File: src/rtl/flash_rst_pkg.sv
package flash_rst_pkg;
  typedef enum logic [1:0] {
    FS_NORMAL = 2'd0,
    FS_ABORT  = 2'd1,
    FS_RESET  = 2'd2,
    FS_WAKE   = 2'd3
  } frs_state_e;
endpackage

File: src/rtl/frs_tmr.sv
module frs_tmr #(
  parameter int LIMIT = 4,
  localparam int W = $clog2(LIMIT + 1)
) (
  input  logic         clk,
  input  logic         rst_n,
  input  logic         clr,
  input  logic         run,
  output logic [W-1:0] cnt
);
  logic [W-1:0] cnt_d;

  always_comb begin
    cnt_d = cnt;
    if (clr)
      cnt_d = '0;
    else if (run && (cnt != W'(LIMIT)))
      cnt_d = cnt + 1'b1;
  end

  always_ff @(posedge clk or negedge rst_n) begin
    if (!rst_n) cnt <= '0;
    else        cnt <= cnt_d;
  end
endmodule

File: src/rtl/frs_fsm.sv
module frs_fsm
  import flash_rst_pkg::*;
#(
  parameter int T_PLPH = 4,
  parameter int T_PLRH = 6,
  parameter int T_WMAX = 5,
  parameter int T_PHQV = 3,
  localparam int LW = $clog2(T_PLPH + 1),
  localparam int TSPAN = (T_PLRH > T_WMAX) ? T_PLRH : T_WMAX,
  localparam int TW = $clog2(TSPAN + 1)
) (
  input  logic          clk,
  input  logic          rst_n,
  input  logic          pin_hi,
  input  logic          busy,
  input  logic [LW-1:0] low_cnt,
  input  logic [TW-1:0] t_cnt,
  output frs_state_e    state_q,
  output logic          t_clr,
  output logic          abort_start,
  output logic          rd_ok,
  output logic          wr_ok,
  output logic          wake_first
);
  frs_state_e state_d;
  logic low_long, shut_last, wake_last;

  assign low_long  = int'(low_cnt) >= T_PLPH - 1;
  assign shut_last = int'(t_cnt) == T_PLRH - 1;
  assign wake_last = int'(t_cnt) == T_WMAX - 1;

  always_comb begin
    state_d = state_q;
    t_clr   = 1'b0;
    unique case (state_q)
      FS_NORMAL: begin
        if (!pin_hi && busy) begin
          state_d = FS_ABORT;
          t_clr   = 1'b1;
        end else if (!pin_hi && low_long) begin
          state_d = FS_RESET;
        end
      end
      FS_ABORT: begin
        if (shut_last) begin
          if (pin_hi) begin
            state_d = FS_WAKE;
            t_clr   = 1'b1;
          end else begin
            state_d = FS_RESET;
          end
        end
      end
      FS_RESET: begin
        if (pin_hi) begin
          state_d = FS_WAKE;
          t_clr   = 1'b1;
        end
      end
      FS_WAKE: begin
        if (!pin_hi)        state_d = FS_RESET;
        else if (wake_last) state_d = FS_NORMAL;
      end
      default: state_d = FS_NORMAL;
    endcase
  end

  always_ff @(posedge clk or negedge rst_n) begin
    if (!rst_n) state_q <= FS_NORMAL;
    else        state_q <= state_d;
  end

  assign abort_start = (state_q == FS_NORMAL) && (state_d == FS_ABORT);
  assign rd_ok = (state_q == FS_NORMAL) ||
                 ((state_q == FS_WAKE) && (int'(t_cnt) >= T_PHQV));
  assign wr_ok = (state_q == FS_NORMAL);
  assign wake_first = (state_q == FS_WAKE) && (t_cnt == '0);


  abort_hold_chk: assert property (@(posedge clk) disable iff (!rst_n)
    (state_q == FS_ABORT && int'(t_cnt) < T_PLRH - 1) |=> (state_q == FS_ABORT));


  short_low_chk: assert property (@(posedge clk) disable iff (!rst_n)
    (state_q == FS_NORMAL && !busy && (pin_hi || !low_long)) |=> (state_q != FS_RESET));
endmodule

File: src/rtl/frs_gate.sv
module frs_gate (
  input  logic ce_n,
  input  logic oe_n,
  input  logic we_n,
  input  logic rd_ok,
  input  logic wr_ok,
  output logic dq_oe,
  output logic rd_valid,
  output logic wr_accept
);
  logic sel;
  assign sel       = !ce_n;
  assign rd_valid  = sel && rd_ok;
  assign dq_oe     = rd_valid && !oe_n;
  assign wr_accept = sel && wr_ok && !we_n;
endmodule

File: src/rtl/flash_rst_seq.sv
module flash_rst_seq
  import flash_rst_pkg::*;
#(
  parameter int          T_PLPH   = 4,
  parameter int          T_PLRH   = 6,
  parameter int          T_PHQV   = 3,
  parameter int          T_PHWL   = 5,
  parameter logic [7:0]  STS_INIT = 8'h80
) (
  input  logic       clk,
  input  logic       rst_n,
  input  logic       chip_sel_n,
  input  logic       out_en_n,
  input  logic       wr_strobe_n,
  input  logic       hw_reset_n,
  input  logic       eng_busy,
  input  logic       eng_done,
  output logic       dq_oe,
  output logic       rd_valid,
  output logic       wr_accept,
  output logic       abort_req,
  output logic       bad_loc,
  output logic       sts_load,
  output logic [7:0] sts_value,
  output logic       lock_all,
  output logic       cmd_read_force,
  output logic       reset_mode,
  output logic       active_pwr
);
  localparam int T_WMAX = (T_PHQV > T_PHWL) ? T_PHQV : T_PHWL;
  localparam int TSPAN  = (T_PLRH > T_WMAX) ? T_PLRH : T_WMAX;
  localparam int LW     = $clog2(T_PLPH + 1);
  localparam int TW     = $clog2(TSPAN + 1);

  logic [LW-1:0] low_cnt;
  logic [TW-1:0] t_cnt;
  frs_state_e    state_q;
  logic t_clr, abort_start, rd_ok, wr_ok, wake_first;
  logic bad_d, bad_q;

  frs_tmr #(.LIMIT(T_PLPH)) u_low (
    .clk(clk), .rst_n(rst_n), .clr(hw_reset_n), .run(1'b1), .cnt(low_cnt)
  );

  frs_tmr #(.LIMIT(TSPAN)) u_span (
    .clk(clk), .rst_n(rst_n), .clr(t_clr), .run(1'b1), .cnt(t_cnt)
  );

  frs_fsm #(.T_PLPH(T_PLPH), .T_PLRH(T_PLRH), .T_WMAX(T_WMAX), .T_PHQV(T_PHQV)) u_fsm (
    .clk(clk), .rst_n(rst_n), .pin_hi(hw_reset_n), .busy(eng_busy),
    .low_cnt(low_cnt), .t_cnt(t_cnt), .state_q(state_q), .t_clr(t_clr),
    .abort_start(abort_start), .rd_ok(rd_ok), .wr_ok(wr_ok), .wake_first(wake_first)
  );

  frs_gate u_gate (
    .ce_n(chip_sel_n), .oe_n(out_en_n), .we_n(wr_strobe_n),
    .rd_ok(rd_ok), .wr_ok(wr_ok),
    .dq_oe(dq_oe), .rd_valid(rd_valid), .wr_accept(wr_accept)
  );

  always_comb begin
    bad_d = bad_q;
    if (abort_start)   bad_d = 1'b1;
    else if (eng_done) bad_d = 1'b0;
  end

  always_ff @(posedge clk or negedge rst_n) begin
    if (!rst_n) bad_q <= 1'b0;
    else        bad_q <= bad_d;
  end

  assign bad_loc        = bad_q;
  assign abort_req      = (state_q == FS_ABORT);
  assign reset_mode     = (state_q == FS_RESET);
  assign sts_load       = wake_first;
  assign lock_all       = wake_first;
  assign cmd_read_force = wake_first;
  assign sts_value      = STS_INIT;
  assign active_pwr     = !chip_sel_n || eng_busy;


  standby_quiet_chk: assert property (@(posedge clk) disable iff (!rst_n)
    chip_sel_n |-> (!dq_oe && !rd_valid && !wr_accept));


  reset_quiet_chk: assert property (@(posedge clk) disable iff (!rst_n)
    reset_mode |-> (!dq_oe && !rd_valid && !wr_accept));


  abort_flag_chk: assert property (@(posedge clk) disable iff (!rst_n)
    $rose(abort_req) |-> bad_loc);


  abort_exit_chk: assert property (@(posedge clk) disable iff (!rst_n)
    $fell(abort_req) |-> (reset_mode == !$past(hw_reset_n)));


  init_pulse_chk: assert property (@(posedge clk) disable iff (!rst_n)
    sts_load |=> !sts_load);
endmodule

File: config.mk
export PLATFORM = sky130hd
export DESIGN_NAME = flash_rst_seq
export DESIGN_NICKNAME = d
export VERILOG_FILES = /design/src/rtl/flash_rst_pkg.sv /design/src/rtl/frs_tmr.sv /design/src/rtl/frs_fsm.sv /design/src/rtl/frs_gate.sv /design/src/rtl/flash_rst_seq.sv
export SDC_FILE = /design/constraint.sdc
export NUM_CORES = 1
export LEC_CHECK = 0
export BUFFER_PORTS_ARGS = -buffer_cell sky130_fd_sc_hd__buf_2
export CORE_MARGIN = 8
export CORE_UTILIZATION = 43
export DETAILED_ROUTE_END_ITERATION = 12
export PLACE_DENSITY = 0.73
export SYNTH_ARGS = -nofsm -noshare
export SYNTH_HDL_FRONTEND = slang
export SYNTH_HIERARCHICAL = 1
export SYNTH_SLANG_ARGS = --single-unit
export TNS_END_PERCENT = 50
File: constraint.sdc
create_clock -name clk -period 1.5 [get_ports clk]
set_input_delay 0.15 -clock clk [delete_from_list [all_inputs] [get_ports clk]]
set_output_delay 0.15 -clock clk [all_outputs]
set_load 0.01 [all_outputs]
==> results.yml, run 1 <==
status:
  outcome: "finished with violations"
  violations: "setup timing"
logic_synthesis:
  syn_avg_cell_area_um2: 9.51
  yosys_warnings: 6
  syn_inst: 78
  netlist_area_um2: 742
  synth.distinct_cells: 28
  synth_seq_area_share: 0.304
  synth.area.top_cells: "dfrtp_1, buf_4, ha_1"
  yosysTopAreaCell: "dfrtp_1"
  yosys.area.top_type_share: 0.304
  synth.ff_latch_count: 9
layout:
  num_antenna_cells: 0
  area_growth_pct: 32.7
  nNetsFinal: 126
  layout_common_cells: "buf_2, conb_1, dfrtp_1, buf_4, inv_1"
  finalNonFillerCells: 130
  layout-drive-gt1-share: 0.425
  final_common_cell: "buf_2"
place:
  numPlacedInstances: 121
  pre_cts_ws_ps: -24.3
  dp_hpwl_um: 1280
  gp_congestion: 0.811
  io_buffer_count: 17
worst_setup_path:
  critPathCapture: "wr_accept"
  critPathLaunchType: "flop"
  crit_start: "u_fsm/state_q[1]"
  r2r_start: "u_fsm/state_q[1]"
  cpPeakStageDelay_ps: 390
  worstPathCellList: "or2_4 > buf_6 > inv_4 > nor3b_4 > buf_2"
  cp_max_fo: 3
  endpoint_kind: "output port"
  required_ps: 1350
  r2r_setup_slack_ps: -10
  cp.arrival_ps: 1440
  path_depth: 5
  crit_buf_inv: 3
  cpMaxStageDelayCell: "dfrtp_1"
  critPathTopFamily: "simple AND/OR/NAND/NOR gates"
  rr_worst_depth: 5
  rr_endpoint: "u_span/cnt[1]"
  criticalPathCategory: "flop to output port"
floorplanning:
  io_pins: 26
  start_util: 0.444
  die_h_um: 57.5
  rows: 15
  die_area_um2: 3310
  die_w_um: 57.5
  core_um2: 1670
power:
  power_frac_clock: 0.123
  power.internal_uw: 951
  power.density_nw_per_um2: 1610
  p_comb_frac: 0.636
  p_switching_uw: 630
  sequentialPowerShare: 0.241
  p_leak_nw: 0.531
  swShare: 0.398
  vdd_drop_max_uv: 1030
detailed_routing:
  vias: 618
  avgRoutedWirePerCell_um: 13.5
  firstDrtPassIters: 4
  drt_wl_total_um: 1760
  antenna_left: 0
  dr.first_iter.drc_count: 4
  avgViaCountPerCell: 4.75
  drcViolationCount: 0
clocking:
  path_clk_slew_ps: 70
  clockBufferDepth: 2
  clk_latency_ps: 270
  htreeDepth: 1
  cts_buffers: 3
  root_buffer: "clkbuf_4"
  cts_sinks: 9
  cts_tree: "built"
flow_run:
  maxCapViolations: 0
global_route:
  grt_first_pass_wirelength_um: 2820
  grt_max_degree: 13
  grt_overflow: 0
  grt_antenna_before_repair: 0
  grt_usage: 0.106
  grt_pass1_vias: 661
min_path:
  hp-start: "eng_done"
  hp-class: "primary input to flop"
timing:
  period_share: 1.06
  drv_slew: 0
  fmax_mhz: 629
  setup_viol: 4
  timing.final.ws_setup_ps: -90.0
  clock_skew_ps: 4.71
  fin_setup_tns_ps: -142
  rsz0062_at_grt: "true"
  final-hold-violation-count: 0
  hold_ws_ps: 154
  fin_crit_ps: 1590
## flip-flops by register name, indices dropped and copies added, names as in the netlist
| signal | cells |
|---|---|
| bad_loc | 1 |
| u_fsm/state_q | 2 |
| u_low/cnt | 3 |
| u_span/cnt | 3 |
## worst reg2reg max path, cell delays in order, from the launching register on
cell and delay, ps:
dfrtp_1 390, or2_4 260, nor2_1 150, a311o_1 250
nor2b_1 80, mux2_4 270
## per-stage QoR
| stage | power, mW | cell area (µm²) | util |
|---|---|---|---|
| 2_1_floorplan | 0.922 | 787 | - |
| 6_report | 1.58 | 985 | 0.590 |
| 3_3_place_gp | 1.18 | 871 | 0.521 |
| 5_1_grt | 1.69 | 985 | 0.590 |
| 3_5_place_dp | 1.20 | 871 | 0.521 |
| 4_1_cts | 1.49 | 948 | 0.568 |
## cell families (layout without fill, tap and decap cells)
family                   count (synthesis)  count (layout)  synth area share
adder cells (fa/ha/maj)                  4               4            0.0675
other                                    2              14            0.0101
AND/OR/NAND/NOR                         30              30             0.268
buffers and inverters                   17              40             0.137
multiplexers                             4               4            0.0742
flip-flops                               9               9             0.304
AO/OA/AOI/OAI                           12              12             0.140
## layer usage
layer	global-route usage	routed length, µm
met5	0	0
met4	0.0179	0
met3	0.0381	61
met2	0.228	1110
met1	0.0873	591
## worst min-delay path by stage
stage,to,slack [ps],cells after the start
3_3_place_gp,u_low/cnt[0],10,1
3_5_place_dp,u_low/cnt[0],10,1
5_1_grt,bad_loc,170,3
4_1_cts,bad_loc,150,3
2_1_floorplan,bad_loc,-150,0
6_report,bad_loc,150,3
## what timing repair did
item                                    in CTS  in global routing
setup buffers                                2                  2
gates resized for setup                      7                  5
pin swaps                                    2                  1
hold buffers                                 1                  0
endpoints found under the setup margin       8                  8
hold endpoints to repair                     9                  0
## cell usage after synthesis, drive strengths merged
library cell and count:
nor2 6, and4b 2, nand2 2, ha 4, o21ai 2, or2 1
a21o 1, conb 2, buf 10, nand4b 1, a211o 1, nand3b 1
and2b 1, a311o 1, a21boi 2, mux2 3, mux2i 1, nor4 2
nor2b 5, a21oi 4, nand2b 4, nor3 3, inv 7, a221oi 1
nor3b 2, dfrtp 9
## final cells by class
cell class	count	area (µm²)
fillers	155	686
multi-input cells	64	498
flip-flops and latches	9	225
repair buffers	29	185
inverters	7	28.8
clock buffers	4	26.3
well taps	17	21.3
## power by group through the flow
stage / combinational, mW / clock [mW] / sequential (mW)
after global routing: 1.10 / 0.206 / 0.386
after global placement: 0.788 / 0 / 0.388
final: 1.01 / 0.195 / 0.380
after detailed placement: 0.813 / 0 / 0.391
after CTS: 0.910 / 0.200 / 0.379
after floorplan: 0.492 / 0 / 0.430
No activity file was read; power rests on OpenSTA's default activity.
==> run 2, diff against run 1 <==
CAP_MARGIN = 20   (was not set)
CELL_PAD_IN_SITES_DETAIL_PLACEMENT = 0   (was not set)
CELL_PAD_IN_SITES_GLOBAL_PLACEMENT = 1   (was not set)
CORE_UTILIZATION = 35   (was 43)
PLACE_DENSITY = not set   (was 0.73)
PLACE_DENSITY_LB_ADDON = 0.1   (was not set)
clock period = 1.77 ns   (was 1.5 ns; I/O delays follow)
==> run 2 against run 1 <==
Against the previous run: combinational power is 40% lower; critical path depth stayed put; highest routed layer unchanged; largest power group unchanged; non-clock buffer count is 8 lower; setup slack better by 260 ps; first-iteration DRC count grew to 2.5 times the previous value; the run now ends clean; critical path type is now flop to flop; die area is 16% higher; clock skew is 2.6 ps higher; sequential share of layout area is 2.4 points higher.
==> results.yml, run 2 (synthesis results as in run 1) <==
clocking:
  cts_buffers: 3
  root_buffer: "clkbuf_4"
  cts_resized: 0
  htreeDepth: 1
  cts_tree: "built"
  path_clk_slew_ps: 60
  clk_latency_ps: 260
  clockBufferDepth: 2
  cts_sinks: 9
floorplanning:
  die_area_um2: 3850
  core_um2: 1980
  die_w_um: 62.0
  start_util: 0.374
  die_h_um: 62.0
  io_pins: 26
  rows: 16
global_route:
  grt_pass1_vias: 576
  grt_usage: 0.0882
  grt_overflow: 0
  grt_max_degree: 13
  grt_antenna_before_repair: 0
  grt_first_pass_wirelength_um: 2490
layout:
  finalNonFillerCells: 132
  reg_top3: "u_low/cnt (3), u_span/cnt (3), u_fsm/state_q (2)"
  area_growth_pct: 19.9
  fillerInstances: 205
  num_antenna_cells: 0
  layout-drive-gt1-share: 0.324
  final_area_um2: 890
  nNetsFinal: 118
  layout_common_cells: "buf_2, conb_1, dfrtp_1, inv_1, nor2_1"
  final_common_cell: "buf_2"
power:
  p_leak_nw: 0.482
  power.density_nw_per_um2: 1230
  vdd_drop_max_uv: 724
timing:
  fin_crit_ps: 1600
  period_share: 0.902
  clock_skew_ps: 7.28
  drv_slew: 0
  fmax_mhz: 626
  hold_ws_ps: 186
  fin_setup_tns_ps: 0
  rsz0062_at_grt: "false"
  timing.final.ws_setup_ps: 173
  setup_viol: 0
  final-hold-violation-count: 0
worst_setup_path:
  cpMaxStageDelayCell: "dfrtp_1"
  endpoint_kind: "flop"
  r2r_setup_slack_ps: 170
  cp_max_fo: 7
  cp.arrival_ps: 1730
  required_ps: 1910
  rr_endpoint: "u_span/cnt[1]"
  crit_start: "u_fsm/state_q[0]"
  worstPathCellList: "or2_4 > nor2_1 > a311o_1 > nor2b_1 > mux2_4"
  criticalPathCategory: "flop to flop"
  critPathLaunchType: "flop"
  r2r_start: "u_fsm/state_q[0]"
  cpPeakStageDelay_ps: 440
  critPathCapture: "u_span/cnt[1]"
  rr_worst_depth: 5
place:
  dp_hpwl_um: 1210
  io_buffer_count: 17
  numPlacedInstances: 127
  pre_cts_ws_ps: 154
  gp_congestion: 0.807
  postPlaceCellArea_um2: 853
detailed_routing:
  drcViolationCount: 0
  firstDrtPassIters: 2
  avgRoutedWirePerCell_um: 10.9
  antenna_left: 0
  drt_wl_total_um: 1440
  dr.first_iter.drc_count: 10
  vias: 575
  avgViaCountPerCell: 4.36
min_path:
  hp-class: "primary input to flop"
flow_run:
  maxCapViolations: 0
status:
  outcome: "finished clean"
[run 2: final cells by class]
type	count	area, µm²	share of cell area
multi-input cells	64	460	0.518
flip-flops and latches	9	225	0.253
repair buffers	21	118	0.132
well taps	27	33.8	0.0380
clock buffers	4	26.3	0.0295
inverters	7	26.3	0.0295
[run 2: power by group]
group	leakage (nW)	internal, mW	total (mW)	switching [mW]
registers	0.113	0.273	0.340	0.0671
logic	0.354	0.311	0.604	0.293
clock network	0.0150	0.0867	0.155	0.0680
[run 2: worst min path at each step]
stage	start	to	slack, ps	depth (start not counted)
2_1_floorplan	rst_n	bad_loc	-120	0
3_3_place_gp	rst_n	u_fsm/state_q[0]	40	1
3_5_place_dp	rst_n	u_fsm/state_q[0]	40	1
4_1_cts	eng_done	bad_loc	180	3
5_1_grt	eng_done	bad_loc	200	3
6_report	eng_done	bad_loc	190	3
[run 2: through the flow]
step	util	total power, mW
2_1_floorplan	-	0.781
3_3_place_gp	0.431	0.956
3_5_place_dp	0.431	0.960
4_1_cts	0.449	1.12
5_1_grt	0.449	1.21
6_report	0.449	1.10
[run 2: critical path, delay by kind of cell (launching register included)]
| kind | cells | cell delay [ps] |
|---|---|---|
| multiplexers | 1 | 260 |
| AO/OA/AOI/OAI | 1 | 260 |
| flip-flops | 1 | 440 |
| AND/OR/NAND/NOR | 3 | 510 |
[run 2: timing repair]
action,CTS,global route
buffers inserted,0,0
hold buffers,1,0
hold endpoints to repair,9,0
[run 2: per-layer routing]
metal	GRT usage	wire length, µm	vias up
met4	0.0195	0	0
met2	0.164	734	11
li1	-	-	298
met3	0.0370	98	0
met1	0.0887	609	266
met5	0	0	-
